[src/rtl/acc_alu_pkg.sv]
package acc_alu_pkg;

  typedef enum logic [2:0] {
    OP_ADD_IMM  = 3'd0,
    OP_ADD_FILE = 3'd1,
    OP_ADC_FILE = 3'd2,
    OP_AND_IMM  = 3'd3,
    OP_AND_FILE = 3'd4,
    OP_BIT_CLR  = 3'd5,
    OP_RSV_6    = 3'd6,
    OP_RSV_7    = 3'd7
  } alu_op_e;

  localparam int FLAG_W  = 5;
  localparam int FL_C    = 0;
  localparam int FL_DC   = 1;
  localparam int FL_Z    = 2;
  localparam int FL_OV   = 3;
  localparam int FL_N    = 4;

  typedef struct packed {
    logic use_imm;
    logic use_carry;
    logic is_add;
    logic is_and;
    logic is_bclr;
    logic to_acc;
    logic to_file;
  } alu_ctl_t;

endpackage

[src/rtl/acc_alu_decode.sv]
module acc_alu_decode
  import acc_alu_pkg::*;
(
  input  logic [2:0] op,
  input  logic       dest,
  output alu_ctl_t   ctl
);
  always_comb begin
    ctl = '0;
    unique case (alu_op_e'(op))
      OP_ADD_IMM: begin
        ctl.use_imm = 1'b1;
        ctl.is_add  = 1'b1;
        ctl.to_acc  = 1'b1;
      end
      OP_ADD_FILE: begin
        ctl.is_add  = 1'b1;
        ctl.to_acc  = ~dest;
        ctl.to_file = dest;
      end
      OP_ADC_FILE: begin
        ctl.is_add    = 1'b1;
        ctl.use_carry = 1'b1;
        ctl.to_acc    = ~dest;
        ctl.to_file   = dest;
      end
      OP_AND_IMM: begin
        ctl.use_imm = 1'b1;
        ctl.is_and  = 1'b1;
        ctl.to_acc  = 1'b1;
      end
      OP_AND_FILE: begin
        ctl.is_and  = 1'b1;
        ctl.to_acc  = ~dest;
        ctl.to_file = dest;
      end
      OP_BIT_CLR: begin
        ctl.is_bclr = 1'b1;
        ctl.to_file = 1'b1;
      end
      default: ctl = '0;
    endcase
  end
endmodule

[src/rtl/acc_alu_adder.sv]
module acc_alu_adder #(
  parameter int DW  = 8,
  parameter int NIB = 4
) (
  input  logic [DW-1:0] a,
  input  logic [DW-1:0] b,
  input  logic          cin,
  output logic [DW-1:0] sum,
  output logic          c_out,
  output logic          hc_out,
  output logic          ovf
);
  logic [DW:0]  full;
  logic [NIB:0] low;

  always_comb begin
    full   = {1'b0, a} + {1'b0, b} + {{DW{1'b0}}, cin};
    low    = {1'b0, a[NIB-1:0]} + {1'b0, b[NIB-1:0]} + {{NIB{1'b0}}, cin};
    sum    = full[DW-1:0];
    c_out  = full[DW];
    hc_out = low[NIB];
    ovf    = (a[DW-1] == b[DW-1]) && (full[DW-1] != a[DW-1]);
  end
endmodule

[src/rtl/acc_alu_flags.sv]
module acc_alu_flags
  import acc_alu_pkg::*;
#(
  parameter int DW = 8
) (
  input  alu_ctl_t            ctl,
  input  logic [DW-1:0]       result,
  input  logic                add_c,
  input  logic                add_hc,
  input  logic                add_ov,
  input  logic [FLAG_W-1:0]   old_flags,
  output logic [FLAG_W-1:0]   new_flags
);
  logic neg, zero;

  always_comb begin
    neg       = result[DW-1];
    zero      = (result == '0);
    new_flags = old_flags;
    if (ctl.is_add) begin
      new_flags[FL_C]  = add_c;
      new_flags[FL_DC] = add_hc;
      new_flags[FL_OV] = add_ov;
      new_flags[FL_N]  = neg;
      new_flags[FL_Z]  = zero;
    end else if (ctl.is_and) begin
      new_flags[FL_N]  = neg;
      new_flags[FL_Z]  = zero;
    end
  end
endmodule

[src/rtl/acc_alu.sv]
module acc_alu
  import acc_alu_pkg::*;
#(
  parameter  int DW = 8,
  localparam int BW = $clog2(DW)
) (
  input  logic              clk,
  input  logic              rst_n,
  input  logic              cmd_valid,
  output logic              cmd_ready,
  input  logic [2:0]        cmd_op,
  input  logic [DW-1:0]     cmd_file,
  input  logic [DW-1:0]     cmd_imm,
  input  logic              cmd_dest,
  input  logic [BW-1:0]     cmd_bit,
  output logic              res_valid,
  input  logic              res_ready,
  output logic [DW-1:0]     res_data,
  output logic              res_to_acc,
  output logic              res_to_file,
  output logic [DW-1:0]     acc,
  output logic [FLAG_W-1:0] flags
);
  alu_ctl_t          ctl;
  logic [DW-1:0]     opnd_b, add_sum, and_res, clr_res, mask, result;
  logic              add_c, add_hc, add_ov, accept;
  logic [FLAG_W-1:0] next_flags;
  logic [DW-1:0]     acc_q;
  logic [FLAG_W-1:0] flags_q;

  acc_alu_decode u_dec (
    .op   (cmd_op),
    .dest (cmd_dest),
    .ctl  (ctl)
  );

  assign opnd_b = ctl.use_imm ? cmd_imm : cmd_file;

  acc_alu_adder #(.DW(DW), .NIB(4)) u_add (
    .a      (acc_q),
    .b      (opnd_b),
    .cin    (ctl.use_carry & flags_q[FL_C]),
    .sum    (add_sum),
    .c_out  (add_c),
    .hc_out (add_hc),
    .ovf    (add_ov)
  );

  for (genvar i = 0; i < DW; i++) begin : g_mask
    assign mask[i] = (cmd_bit != BW'(i));
  end

  assign and_res = acc_q & opnd_b;
  assign clr_res = cmd_file & mask;

  always_comb begin
    result = '0;
    if (ctl.is_add)       result = add_sum;
    else if (ctl.is_and)  result = and_res;
    else if (ctl.is_bclr) result = clr_res;
  end

  acc_alu_flags #(.DW(DW)) u_flags (
    .ctl       (ctl),
    .result    (result),
    .add_c     (add_c),
    .add_hc    (add_hc),
    .add_ov    (add_ov),
    .old_flags (flags_q),
    .new_flags (next_flags)
  );

  assign cmd_ready = ~res_valid | res_ready;
  assign accept    = cmd_valid & cmd_ready;

  always_ff @(posedge clk or negedge rst_n) begin
    if (!rst_n) begin
      res_valid   <= 1'b0;
      res_data    <= '0;
      res_to_acc  <= 1'b0;
      res_to_file <= 1'b0;
      acc_q       <= '0;
      flags_q     <= '0;
    end else if (accept) begin
      res_valid   <= 1'b1;
      res_data    <= result;
      res_to_acc  <= ctl.to_acc;
      res_to_file <= ctl.to_file;
      flags_q     <= next_flags;
      if (ctl.to_acc) acc_q <= result;
    end else if (res_ready) begin
      res_valid   <= 1'b0;
    end
  end

  assign acc   = acc_q;
  assign flags = flags_q;
endmodule

[config.mk]
export PLATFORM = sky130hd
export DESIGN_NAME = acc_alu
export DESIGN_NICKNAME = d
export VERILOG_FILES = /design/src/rtl/acc_alu_pkg.sv /design/src/rtl/acc_alu_decode.sv /design/src/rtl/acc_alu_adder.sv /design/src/rtl/acc_alu_flags.sv /design/src/rtl/acc_alu.sv
export SDC_FILE = /design/constraint.sdc
export NUM_CORES = 1
export LEC_CHECK = 0
export BUFFER_PORTS_ARGS = -buffer_cell sky130_fd_sc_hd__buf_4
export CORE_ASPECT_RATIO = 0.9
export CORE_MARGIN = 2
export CORE_UTILIZATION = 40
export DETAILED_ROUTE_END_ITERATION = 16
export PLACE_DENSITY = 0.64
export SKIP_LAST_GASP = 1
export SYNTH_ARGS = -nofsm -noshare
export SYNTH_HDL_FRONTEND = slang
export SYNTH_SLANG_ARGS = --single-unit
[constraint.sdc]
create_clock -name clk -period 6.5 [get_ports clk]
set_input_delay 0.65 -clock clk [delete_from_list [all_inputs] [get_ports clk]]
set_output_delay 0.65 -clock clk [all_outputs]
set_load 0.005 [all_outputs]
==> metrics <==
CTS Sinks 24; Pre-antenna DRT Iters 5; leading post-synthesis cells by cell area dfrtp_1, nand2_1, mux2_2; Post-Place Setup Slack 2.59 ns; reg2reg start acc[0]; worst-case clock buffer depth 2; status finished clean; Starting Density 41.6%; die area 0.00517 mm2; worst reg2reg path endpoint flags[2]; Syn-to-layout area delta 23.4%; Chip Width 75.6 um; post-CTS setup buffers 0; mean post-synth cell area 8.99 um2; endpoint class of the critical path register; TNS Setup 0 ns; Post-Syn Area around 0.0018 mm2; Hold Vio Cnt, Final 0; cts repair resizes 0; CP max FO 17; H-tree Lvls 1; nets@finish 288; register bit total from synthesis 24; final setup margin 2.89 ns; grt ovf 0; worst vdd ir ~0.14 mV; vias per cell 5.55; vias in the first global route about 1600; most common cell in the netlist nand2_1; number of remaining DRC errors 0; clock latency on the worst-skew pair roughly 0.27 ns; Worst Setup SP cmd_op[0]; Iteration-0 DRC Markers between 100 and 150; Reg2Reg Depth 10; unrepaired setup endpoints after global routing no; Crit path arrival time 3.82 ns; area leader, netlist dfrtp_1; Worst Tran Pin Value 0.720 ns; startpoint types input port; top cell type's share of synthesized area 32.6%; Site Rows 23; Wirelength per Cell 16.2 um; Post-CTS Hold Buffers 0; initial antenna violation count 0; reg2reg setup slack approximately 3.8 ns; number of library cell types mapped by synthesis 53; Worst-path clk slew 0.09 ns; CTS Buf Count 3; endpoints failing setup 0; drt total wl 5040 um; Async S/R FF share, synth 100%; crit share post-route 55.5%; io pins 52; leakage 0.00107 uW; diodes inserted 0; crit path time final 3.61 ns; largest net degree at the start of global routing 28; first-pass GRT wire length 7940 um; CTS root buffer clkbuf_8; Yosys warning count 0; Vias around 1700; critical path endpoint flags[2]; Pins Over Slew Limit 0; critical path class input port to register; GRT Util Overall 20.5%; Power Dens Cells 255 mW/mm2; post-layout util 51.3%; max cap viols 0; CTS tree yes; most common flop cell mapped by yosys dfrtp_1; hpwl dp roughly 3800 um; part of the Yosys area used for sequential elements 32.6%; Buffers on Ports 51; number of synthesized flops with an enable pin 0; worst min-delay path class input port to asynchronous set/reset pin; die height 68.4 um; gpl congestion approximately 0.84; Max Clock Skew 0.00646 ns; Post-synth top cells nand2_1, dfrtp_1, o21ai_0; slew margin rel. 51.7%; Syn Inst Count 205; layout cells sized above 1 28.5%; CP required 6.72 ns; syn nets 242; final antenna-violating net count 0; Hold WS 0.265 ns; core area 0.00443 mm2; Fmax about 280 MHz
[worst min path at each step]
stage / slack [ns] / cells past startpoint / to / startpoint
detailed placement: 0.47 / 2 / res_data[7] / res_data[7]
global placement: 0.46 / 1 / flags[1] / flags[1]
floorplan: 0.35 / 0 / acc[0] / rst_n
CTS: 0.28 / 1 / flags[3] / rst_n
finish: 0.27 / 1 / flags[3] / rst_n
global route: 0.29 / 1 / flags[3] / rst_n
[per-layer routing]
layer	wire length [um]	vias up	part of all wire (%)	GRT usage, %
met5	0	-	0	0
met4	41	0	0.81	4.61
met3	281	4	5.6	2.36
met2	2060	55	41	29.8
met1	2650	808	53	32.4
li1	-	860	-	-
[critical path, stage by stage]
cell	delay, ns
buf_4	0.20
nand2_2	0.20
a21oi_4	0.37
mux2_2	0.24
inv_1	0.05
fa_1	0.42
inv_1	0.09
fa_1	0.41
nor2b_1	0.15
o32ai_1	0.28
a21o_1	0.19
and4b_1	0.23
a41o_1	0.17
o221a_2	0.16
[flip-flops by register name, indices dropped and copies added (netlist names)]
| signal | flops |
|---|---|
| res_to_acc | 1 |
| acc | 8 |
| res_data | 8 |
| flags | 5 |
| res_valid | 1 |
| res_to_file | 1 |
[cells in the final DEF (no fill, tap or decap), types with 8 or more instances in the layout]
master   count
inv_1        8
ha_1         8
dfrtp_1     24
a21oi_1     11
mux2_2       9
buf_4       51
nand2_1     28
o21ai_0     19
[final cells by class]
class	instances	area, um2
inverter	8	30.0
timing repair buffer	51	383
tap	62	77.6
clock buffer	3	41.3
fill	436	2160
sequential	24	601
multi-input combinational	163	1140
[report_power, final]
part | switching [uW] | total (uW) | internal [uW]
clock | 48.5 | 90.0 | 41.5
combinational | 137 | 273 | 136
sequential | 29.9 | 216 | 186
total | 216 | 579 | 364
[metrics by stage]
step           area [um2]  cells  power, uW
6_report             2270    311        579
2_1_floorplan        1840    205        377
3_5_place_dp         2230    308        491
4_1_cts              2270    311        580
5_1_grt              2270    311        626
3_3_place_gp         2230    308        491
[cells by family after synthesis]
| kind of cell | count (synthesis) | share of synthesized area (%) |
|---|---|---|
| adder cells (fa/ha/maj) | 11 | 8.15 |
| buffers and inverters | 18 | 5.43 |
| flip-flops | 24 | 32.6 |
| AO/OA/AOI/OAI | 73 | 28.1 |
| multiplexers | 9 | 5.50 |
| XOR/XNOR | 3 | 1.43 |
| AND/OR/NAND/NOR | 67 | 18.8 |
No activity file was read; power rests on OpenSTA's default activity.
